===== src/rtl/counter_pkg.sv =====
package counter_pkg;
  // Strobes from control to datapath; at most one is high in any cycle.
  typedef struct packed {
    logic clear;  // synchronous clear (used by the synchronous variant)
    logic load;   // capture the parallel data
    logic step;   // add one
  } ctrlStrobes_t;
endpackage


===== src/rtl/counter_ctrl.sv =====
module counter_ctrl
  import counter_pkg::*;
#(
  parameter bit ASYNC_RESET = 1'b1
) (
  input  logic         rstN,
  input  logic         loadN,
  input  logic         enParallel,
  input  logic         enTrickle,
  output ctrlStrobes_t strobes
);
  logic resetActive;
  logic loadActive;
  logic stepActive;

  // Priority order: reset, then preset, then increment, then hold.
  always_comb begin
    resetActive = !rstN;
    loadActive  = rstN && !loadN;
    stepActive  = rstN && loadN && enParallel && enTrickle;
  end

  generate
    if (ASYNC_RESET) begin : g_asyncCtrl
      // The flops clear themselves asynchronously, so no clear strobe is sent.
      assign strobes.clear = 1'b0;
    end else begin : g_syncCtrl
      assign strobes.clear = resetActive;
    end
  endgenerate

  assign strobes.load = loadActive;
  assign strobes.step = stepActive;
endmodule


===== src/rtl/counter_datapath.sv =====
module counter_datapath
  import counter_pkg::*;
#(
  parameter int unsigned WIDTH       = 4,
  parameter bit          ASYNC_RESET = 1'b1
) (
  input  logic             clk,
  input  logic             rstN,
  input  ctrlStrobes_t     strobes,
  input  logic [WIDTH-1:0] dataIn,
  input  logic             enTrickle,
  output logic [WIDTH-1:0] countOut,
  output logic             termCount
);
  localparam logic [WIDTH-1:0] ALL_ONES = {WIDTH{1'b1}};
  localparam logic [WIDTH-1:0] ONE      = WIDTH'(1);

  logic [WIDTH-1:0] countReg;
  logic [WIDTH-1:0] nextCount;

  always_comb begin
    nextCount = countReg;
    if (strobes.clear)     nextCount = '0;
    else if (strobes.load) nextCount = dataIn;
    else if (strobes.step) nextCount = countReg + ONE;
  end

  generate
    if (ASYNC_RESET) begin : g_asyncFlops
      always_ff @(posedge clk or negedge rstN) begin
        if (!rstN) countReg <= '0;
        else       countReg <= nextCount;
      end
    end else begin : g_syncFlops
      always_ff @(posedge clk) begin
        countReg <= nextCount;
      end
    end
  endgenerate

  assign countOut  = countReg;
  assign termCount = (countReg == ALL_ONES) && enTrickle;
endmodule


===== src/rtl/cascade_counter.sv =====
module cascade_counter
  import counter_pkg::*;
#(
  parameter int unsigned WIDTH       = 4,
  parameter bit          ASYNC_RESET = 1'b1
) (
  input  logic             clk,
  input  logic             rstN,
  input  logic             loadN,
  input  logic             enParallel,
  input  logic             enTrickle,
  input  logic [WIDTH-1:0] dataIn,
  output logic [WIDTH-1:0] countOut,
  output logic             termCount
);
  ctrlStrobes_t strobes;

  counter_ctrl #(.ASYNC_RESET(ASYNC_RESET)) uCtrl (
    .rstN       (rstN),
    .loadN      (loadN),
    .enParallel (enParallel),
    .enTrickle  (enTrickle),
    .strobes    (strobes)
  );

  counter_datapath #(.WIDTH(WIDTH), .ASYNC_RESET(ASYNC_RESET)) uPath (
    .clk       (clk),
    .rstN      (rstN),
    .strobes   (strobes),
    .dataIn    (dataIn),
    .enTrickle (enTrickle),
    .countOut  (countOut),
    .termCount (termCount)
  );
endmodule


===== config.mk =====
export PLATFORM = sky130hd
export DESIGN_NAME = cascade_counter
export DESIGN_NICKNAME = d
export VERILOG_FILES = /design/src/rtl/counter_pkg.sv /design/src/rtl/counter_ctrl.sv /design/src/rtl/counter_datapath.sv /design/src/rtl/cascade_counter.sv
export SDC_FILE = /design/constraint.sdc
export NUM_CORES = 1
export LEC_CHECK = 0
export ABC_CLOCK_PERIOD_IN_PS = 2700
export BUFFER_PORTS_ARGS = -buffer_cell sky130_fd_sc_hd__buf_2
export CAP_MARGIN = 20
export CORE_AREA = 2 2 39 41
export DETAILED_ROUTE_END_ITERATION = 8
export DIE_AREA = 0 0 41 43
export GPL_TIMING_DRIVEN = 0
export SETUP_SLACK_MARGIN = 0.2
export SYNTH_ARGS = -nofsm -noshare
export SYNTH_HDL_FRONTEND = slang
export SYNTH_HIERARCHICAL = 1
export SYNTH_SLANG_ARGS = --single-unit
export TNS_END_PERCENT = 100

===== constraint.sdc =====
create_clock -name clk -period 2.7 [get_ports clk]
set_input_delay 0.54 -clock clk [delete_from_list [all_inputs] [get_ports clk]]
set_output_delay 0.54 -clock clk [all_outputs]
set_load 0.03 [all_outputs]

Word-level counts from Yosys, hierarchy flattened --
Index checks and enable logic that the tools add are counted.
Word-level totals: register bits after elaboration 4, input port bits 9, output and inout port bits 5
Cells by class: add/sub/neg operators 1, eq/ne operators 1, muxes and demuxes 2, reduce and logical (&&, ||, !) cells 7
Operator list (number):
- 4-bit two-way mux | 2
- 1-bit logical AND | 5
- 4-bit by 1-bit adder with 4-bit output, second input constant | 1
- 4-bit == test, second input constant | 1
- 2-bit nonzero test | 1
- 1-bit logical NOT | 1

Depth between registers and ports, before layout --
Gate-level depths: netlist (run 1).
depth after elaboration 5, mapped depth 5, depth with buffers taken out 4

By module --
Netlist (run 1), hierarchy kept.
By module, submodules not included:
- counter_datapath | times used 1, cells each 23, area an instance 234.0 um^2, seq. area each 100.1 um^2
- counter_ctrl | times used 1, cells each 6, area an instance 41.3 um^2, seq. area each 0.0 um^2

Worst setup path before layout (run 1) --
OpenSTA, ideal clock, no wires.
path type register -> output, start point reg uPath.countReg[0] (netlist: uPath/countOut[0]), end point out termCount, data arrival time 1.096 ns, slack 1.064 ns, cell stages (with the launch flop) 3, path buffers 0, cell sequence dfrtp_1 > ha_1 > and4_1
Between the ends: cells in the longest elaborated chain, start to end 2
RTL lines:
- start, declared | RTL line counter_datapath.sv:18 | logic [WIDTH-1:0] countReg;
- start signal, assigned | RTL line counter_datapath.sv:32 | else countReg <= nextCount;
- 4-bit == test | RTL line counter_datapath.sv:42 | assign termCount = (countReg == ALL_ONES) && enTrickle;
- 1-bit logical AND | RTL line counter_datapath.sv:42
- end, declared | RTL line cascade_counter.sv:14 | output logic termCount
No other way between the ends.

Worst setup path in the final report (run 1) --
Same ends and word-level chain as after synthesis.

==> impl_metrics.ini, run 1 <==
[run_status]
outcome = completed

[finish]
largest_reg_flops = 4
synthToLayoutAreaGrowth_pct = 39.1
final_nets = 57
post-route-util_pct = 27.7
drive_gt1_share_pct = 44.4
final_common_cell = buf_2
stdcell_area_um2 = 383
layout_common_cells = 14 x buf_2, 4 x dfrtp_1, 3 x clkbuf_4, 3 x buf_4
num_antenna_cells = 0

[grt]
grt_overflow_total = 0
grt_pass1_vias = 189
antenna_found_initial = 0
grt_pass1_wl_um = 738
grt_util_all_layers_pct = 6.85
grt_max_degree = 7

[clocking]
cts_hold_buf = 0
cts_tree = built
clock_sinks = 4
root_buffer = clkbuf_4
worstSkewPairLatency_ns = 0.23
cts_buffer_depth = 2
numCtsBuffers = 3
clkTransAtPathRegs_ns = 0.04
cts-resized-gates = 0
post_cts_buffers = 0
htreeDepth = 1

[setup_path]
crit_required_ns = 2.16
worst-endpoint-arrival_ns = 1.16
cp_max_fo = 4
startpoint_type = register
cp-end-kind = output pin
path_cells = ha_1 -> and4_1 -> buf_2
critPathSlowestCell = dfrtp_1
worstSetupPathType = register to output pin
max_stage_delay_ns = 0.40

[timing]
skew_ns = 0.0000839
slew_violations = 0
final-hold-violation-count = 0
setup_violations = 0
post-route-period-util_pct = 62.9
fmax_mhz = 589
holdWs_ns = 0.115
tns_ns = 0
period_needed_ns = 1.70
rsz0062_at_grt = false

[pwr]
p_leak_uw = 0.000217
power_uw = 176
power_density_nw_per_um2 = 459
vdd_ir_drop_max_uv = 93.2

[synth]
netlist.area_leader.share_pct = 36.4
yosys-top-cells-area = dfrtp_1 36%, buf_4 8.2%, mux2i_1 7.3%, and4_1 6.4%, xnor2_1 6.4%
synth.avg_cell_area_um2 = 9.49
ys_seq_area_share_pct = 36.4
synthCells = 29
synth-seq-cells = 4
yosysTopAreaCell = dfrtp_1
ys_types = 17
syn_area_um2 = 275
ys_warn_count = 6
syn-num-nets = 39

[routing]
vias_per_cell = 3.84
drcViolationCount = 0
postRouteAntennaNets = 0
post_drt_wl_per_cell_um = 8.62
vias = 234
wl_um = 526
drt_iter0_drc = 2
detail_route.first_pass.iterations = 4

[die]
start_util_pct = 19.9
row_count = 14
ioPinCount = 14
die_h_um = 43
core_um2 = 1380
die_area_um2 = 1760
die_w_um = 41

[placed_design]
postPlaceCellArea_um2 = 360
port_buffers = 13
routabilityCongestion = 0.640

[job]
drv_cap = 0

[worst_hold_path]
min_path_type = primary input to asynchronous set/reset pin
## layout make-up
| cell class | instances | area [um2] |
|---|---|---|
| multi-input cells | 19 | 140 |
| well taps | 16 | 20.0 |
| flip-flops and latches | 4 | 100 |
| repair buffers | 13 | 65.1 |
| plain buffers | 4 | 27.5 |
| inverters | 2 | 7.51 |
| fillers | 158 | 1000 |
| clock buffers | 3 | 22.5 |
## cells by family (layout without fill, tap and decap cells)
logic type / count (synthesis) / in the layout / share of synthesized area, %
AO/OA/AOI/OAI: 4 / 4 / 9.09
XOR/XNOR: 3 / 3 / 9.55
adder cells (fa/ha/maj): 1 / 1 / 4.54
buffers and inverters: 6 / 22 / 12.7
flip-flops: 4 / 4 / 36.4
multiplexers: 3 / 3 / 11.4
other: 1 / 1 / 1.36
AND/OR/NAND/NOR: 7 / 7 / 15.0
## worst paths after layout
| path | from | to | slack (ns) | cells past startpoint |
|---|---|---|---|---|
| max | uPath/countOut[0] | termCount | 1.00 | 3 |
| min | rstN | uPath/countOut[3] | 0.12 | 1 |
| max reg2reg | uPath/countOut[0] | uPath/countOut[1] | 1.42 | 4 |
| min reg2reg | uPath/countOut[3] | uPath/countOut[3] | 0.63 | 2 |
| max in group asynchronous | rstN | uPath/countOut[1] | 2.46 | 1 |
| min in group clk | dataIn[1] | uPath/countOut[1] | 0.56 | 3 |
## per-stage QoR
| step | setup WS (ns) | std cells |
|---|---|---|
| finish | 1.00 | 61 |
| CTS | 0.982 | 61 |
| global placement | 1.09 | 58 |
| detailed placement | 1.06 | 58 |
| global route | 0.936 | 61 |
| floorplan | 1.06 | 29 |
## synth_stat cells, drive strengths merged
library cell and count:
ha 1, buf 4, mux2i 2, xor2 1, nor2 2, nand2 1, and4 2, nor2b 1
inv 2, xnor2 2, mux2 1, o21a 2, conb 1, nand4 1, dfrtp 4, a21oi 2
## report_power, final
part           internal [uW]  switching [uW]  leakage (uW)  total [uW]
sequential              64.0            3.61     0.0000536        67.6
clock                   49.6            22.6     0.0000138        72.2
combinational           16.6            19.2      0.000150        35.8
## per-layer routing
metal	global-route usage (%)	up-vias	routed length, um
li1	-	126	-
met1	7.47	97	232
met2	8.44	9	246
met3	3.14	2	41
met4	8.00	0	6
met5	0	-	0
## worst max-delay path, delay by kind of cell, from the launching register on
family        cells  cell delay (ns)
flops             1             0.40
fa+ha+maj         1             0.22
buf+inv           1             0.17
simple gates      1             0.14
Power figures use the tool's default switching activity.
==> inputs of run 2 (changes only) <==
--- a/config.mk
+++ b/config.mk
@@ -5,7 +5,8 @@
 export SDC_FILE = /design/constraint.sdc
 export NUM_CORES = 1
 export LEC_CHECK = 0
-export ABC_CLOCK_PERIOD_IN_PS = 2700
+export ABC_AREA = 1
+export ABC_CLOCK_PERIOD_IN_PS = 1700
 export BUFFER_PORTS_ARGS = -buffer_cell sky130_fd_sc_hd__buf_2
 export CAP_MARGIN = 20
 export CORE_AREA = 2 2 39 41
==> constraint.sdc (replaced) <==
create_clock -name clk -period 1.7 [get_ports clk]
set_input_delay 0.34 -clock clk [delete_from_list [all_inputs] [get_ports clk]]
set_output_delay 0.34 -clock clk [all_outputs]
set_load 0.03 [all_outputs]
==> impl_metrics.ini, run 2 <==
[routing]
post_drt_wl_per_cell_um = 9.40
detail_route.first_pass.iterations = 4
drt_iter0_drc = 8
vias = 343
wl_um = 752
postRouteAntennaNets = 0
vias_per_cell = 4.29
drcViolationCount = 0

[timing]
final-hold-violation-count = 0
rsz0062_at_grt = false
tns_ns = 0
fmax_mhz = 686
fin_ws_ns = 0.241
skew_ns = 0.00179
slew_violations = 0
period_needed_ns = 1.46
setup_violations = 0
post-route-period-util_pct = 85.8

[synth]
yosys-top-cells-area = dfrtp_1 33%, nand2_1 16%, o21ai_1 8.2%, buf_4 7.4%, nor2_1 7.4%
yosysMostFrequentCell = nand2_1
syn-num-nets = 54
ys_types = 16
ys_seq_area_share_pct = 32.8
synth_edf_count = 0
syn_area_um2 = 305
synth_flop_cell = dfrtp_1
synth-seq-cells = 4
synthCells = 44
async_reset_ff_share_pct = 100
yosysTopAreaCell = dfrtp_1
netlist.area_leader.share_pct = 32.8
ys_warn_count = 6
synth.top_cells.by_count = 13 x nand2_1, 6 x nor2_1, 5 x o21ai_1
synth.avg_cell_area_um2 = 6.94

[grt]
grt_util_all_layers_pct = 11.2
grt_max_degree = 7
grt_overflow_total = 0
grt_pass1_wl_mm = 1.34
grt_pass1_vias = 353
antenna_found_initial = 0

[die]
start_util_pct = 22.1
die_area_um2 = 1760
row_count = 14
ioPinCount = 14
die_w_um = 41
core_um2 = 1380
die_h_um = 43

[clocking]
htreeDepth = 1
root_buffer = clkbuf_4
worstSkewPairLatency_ns = 0.23
clkTransAtPathRegs_ns = 0.03
cts_buffer_depth = 2
clock_sinks = 4
numCtsBuffers = 3
cts_tree = built

[placed_design]
postPlaceCellArea_um2 = 393
port_buffers = 13
routabilityCongestion = 0.790
hpwlAfterDp_um = 509
post-place-ws_ns = 0.375

[pwr]
power_density_nw_per_um2 = 661
vdd_ir_drop_max_uv = 550
p_leak_uw = 0.000249
intPower_uw = 215
power_frac_clock_pct = 38.4
p_comb_share_pct = 26.0
p_sw_share_pct = 28.7
power_switching_uw = 86.5
pwr-share-seq_pct = 35.6

[finish]
layout_common_cells = 13 x nand2_1, 12 x buf_2, 6 x buf_4
largest_reg_flops = 4
post-route-util_pct = 33.0
synthToLayoutAreaGrowth_pct = 49.6
final_common_cell = nand2_1
drive_gt1_share_pct = 43.8
num_antenna_cells = 0
final_nets = 76
stdcell_area_um2 = 457

[setup_path]
cp_max_fo = 2
startpoint_type = register
worst-endpoint-arrival_ns = 1.12
max_stage_delay_ns = 0.37
crit_required_ns = 1.36
critPathSlowestCell = dfrtp_1
worstSetupPathType = register to output pin
path_cells = ha_2 -> nand2_1 -> nor2_2 -> buf_6
cp-end-kind = output pin

[worst_hold_path]
min_path_type = primary input to register

[job]
drv_cap = 0

[run_status]
outcome = completed
==> run 2: critical path, delay by kind of cell (launching register included) <==
family,cells,cell delay (ns)
and+or+nand+nor,2,0.18
buffers and inverters,1,0.13
adders and majority gates,1,0.20
DFF,1,0.37
==> run 2: power by group through the flow <==
stage	clock network [uW]	logic (uW)	registers (uW)
final	116	78.4	107
after global routing	128	88.9	107
after CTS	119	75.5	107
after detailed placement	0	65.0	111
after global placement	0	64.1	111
after floorplan	0	30.9	121
==> run 2: logic make-up (layout without fill, tap and decap cells) <==
logic type                 count (synthesis)  count (layout)  share of synthesized area [%]
AOI/OAI and AO/OA                          6               6                           11.9
xor gates and xnor gates                   1               1                           2.87
adders and majority gates                  1               1                           4.10
buffers and inverters                      6              26                           11.1
DFF                                        4               4                           32.8
other                                      1               1                           1.23
and+or+nand+nor                           25              25                           36.1
==> run 2: metrics by stage <==
step	std cells	hold WS (ns)	total power (uW)
global placement	73	0.167	175
global route	80	0.410	324
CTS	79	0.385	301
detailed placement	73	0.168	176
floorplan	44	0.0444	152
finish	80	0.385	302
==> run 2: final timing paths <==
check	from	end	slack (ns)	depth (start not counted)
setup / recovery	uPath/countOut[0]	termCount	0.24	4
hold / removal	dataIn[0]	uPath/countOut[0]	0.38	3
setup reg to reg	uPath/countOut[0]	uPath/countOut[1]	0.57	4
hold reg to reg	uPath/countOut[3]	uPath/countOut[3]	0.57	2
max in group asynchronous	rstN	uPath/countOut[0]	1.02	2
min in group asynchronous	rstN	uPath/countOut[2]	0.50	2
==> run 2: per-layer routing <==
layer	track usage (%)	part of all wire [%]	up-vias
met4	1.33	1.7	0
met2	16.6	48	17
met3	7.85	9.4	2
met5	0	0	-
met1	13.3	41	148
li1	-	-	176
==> run 2: layout make-up <==
class                      count  area, um2
buffer                         3       22.5
clock buffer                   3       22.5
fill                         150        927
inverter                       3       11.3
multi-input combinational     34        176
sequential                     4        100
tap                           16       20.0
timing repair buffer          17        104
==> run 2: timing repair <==
item | in CTS | in global routing
setup endpoints to repair | 1 | 1
hold buffers | 1 | 0
buffers inserted | 2 | 1
cloned | 0 | 0
hold endpoints to repair | 4 | 0
resized for setup | 0 | 4
==> inputs of run 3 (changes only) <==
--- a/config.mk
+++ b/config.mk
@@ -6,7 +6,7 @@
 export NUM_CORES = 1
 export LEC_CHECK = 0
 export ABC_AREA = 1
-export ABC_CLOCK_PERIOD_IN_PS = 1700
+export ABC_CLOCK_PERIOD_IN_PS = 1800
 export BUFFER_PORTS_ARGS = -buffer_cell sky130_fd_sc_hd__buf_2
 export CAP_MARGIN = 20
 export CORE_AREA = 2 2 39 41
==> constraint.sdc (replaced) <==
create_clock -name clk -period 1.8 [get_ports clk]
set_input_delay 0.36 -clock clk [delete_from_list [all_inputs] [get_ports clk]]
set_output_delay 0.36 -clock clk [all_outputs]
set_load 0.03 [all_outputs]
==> impl_metrics.ini, run 3 (synthesis gave the netlist of run 2 again) <==
[worst_hold_path]
holdPathEnd = uPath/countOut[0]
min_path_cells = 3
min_path_type = primary input to register
hold_start = dataIn[0]

[routing]
postRouteAntennaNets = 0
top_layer_used = met3
wl_met3_um = 66
wl_um = 767
drt_iter0_drc = 3
vias = 345
detail_route.first_pass.iterations = 4
vias_per_cell = 4.31
drcViolationCount = 0
drt-met1-wl_um = 338
met2_length_um = 362
post_drt_wl_per_cell_um = 9.59

[setup_path]
reg2reg_slack_ns = 0.64
worstSetupPathType = register to output pin
r2r_end = uPath/countOut[1]
crit_start = uPath/countOut[0]
worst-endpoint-arrival_ns = 1.20
worstRegToRegCells = 4
reg2reg_from = uPath/countOut[0]
crit_required_ns = 1.44
cp_max_fo = 4
startpoint_type = register
cp-end-kind = output pin

[finish]
largest_reg_flops = 4
num_antenna_cells = 0
n_fill_cell = 151
synthToLayoutAreaGrowth_pct = 48.4
final_common_cell = nand2_1
final_nets = 76
layout_common_cells = 13 x nand2_1, 12 x buf_2, 6 x buf_4
drive_gt1_share_pct = 43.8

[placed_design]
routabilityCongestion = 0.790
port_buffers = 13
hpwlAfterDp_um = 509

[die]
start_util_pct = 22.1
row_count = 14
die_w_um = 41
die_area_um2 = 1760
die_h_um = 43
ioPinCount = 14
core_um2 = 1380

[pwr]
intPower_uw = 203
p_sw_share_pct = 28.7
power_frac_clock_pct = 38.5
power_switching_uw = 81.7
p_leak_uw = 0.000248
vdd_ir_drop_max_uv = 523
p_comb_share_pct = 25.2
power_density_nw_per_um2 = 629
pwr-share-seq_pct = 36.3
power_uw = 285

[timing]
tns_ns = 0
rsz0062_at_grt = false
fmax_mhz = 642
setup_violations = 0
skew_ns = 0.00189
slew_violations = 0
period_needed_ns = 1.56
final-hold-violation-count = 0
post-route-period-util_pct = 86.5
holdWs_ns = 0.405

[clocking]
clock_sinks = 4
worstSkewPairLatency_ns = 0.23
htreeDepth = 1
clkTransAtPathRegs_ns = 0.03
cts_tree = built
root_buffer = clkbuf_4
numCtsBuffers = 3
cts_buffer_depth = 2

[grt]
grt_max_degree = 7
grt_overflow_total = 0
grt_pass1_wl_mm = 1.25
grt_pass1_vias = 325
antenna_found_initial = 0
grt_util_all_layers_pct = 10.5

[job]
drv_cap = 0

[run_status]
outcome = completed
run 3: timing repair:
item	CTS	global route
setup endpoints to repair	0	1
hold buffers	1	0
buffers inserted	0	3
resized for setup	0	2
hold endpoints to repair	4	0
run 3: how the worst max path moves through the flow:
stage | end | slack (ns)
6_report | termCount | 0.24
5_1_grt | termCount | 0.20
4_1_cts | termCount | 0.20
3_3_place_gp | termCount | 0.46
3_5_place_dp | termCount | 0.45
2_1_floorplan | termCount | 0.28
run 3: critical path: stages (launching register included):
cell,delay [ns]
dfrtp_1,0.40
ha_2,0.21
nand2_1,0.06
nor2_2,0.10
clkbuf_4,0.18
run 3: per-stage QoR:
step	utilization [%]	std cells	area, um2	setup WS (ns)
finish	32.7	80	453	0.243
global route	32.7	80	453	0.197
CTS	30.7	77	425	0.203
detailed placement	28.4	73	393	0.455
global placement	28.4	73	393	0.461
floorplan	-	44	308	0.280
run 3: power by group through the flow:
| stage | combinational [uW] | clock (uW) | sequential [uW] |
|---|---|---|---|
| floorplan | 29.2 | 0 | 114 |
| global placement | 60.6 | 0 | 104 |
| detailed placement | 61.3 | 0 | 105 |
| CTS | 63.0 | 112 | 104 |
| global route | 81.6 | 121 | 103 |
| finish | 71.9 | 110 | 103 |
run 3: metal layers:
layer	GRT usage [%]	up-vias
met5	0	-
met4	0	0
met3	7.85	0
met2	15.3	13
met1	13.0	155
li1	-	177
run 3: layout make-up:
cell class	instances	area, um2	area share (%)
Buffer	3	22.5	4.97
Multi-Input combinational cell	34	176	39.0
Timing Repair Buffer	17	100	22.1
Clock buffer	3	22.5	4.97
Inverter	3	11.3	2.49
Sequential cell	4	100	22.1
Tap cell	16	20.0	4.42
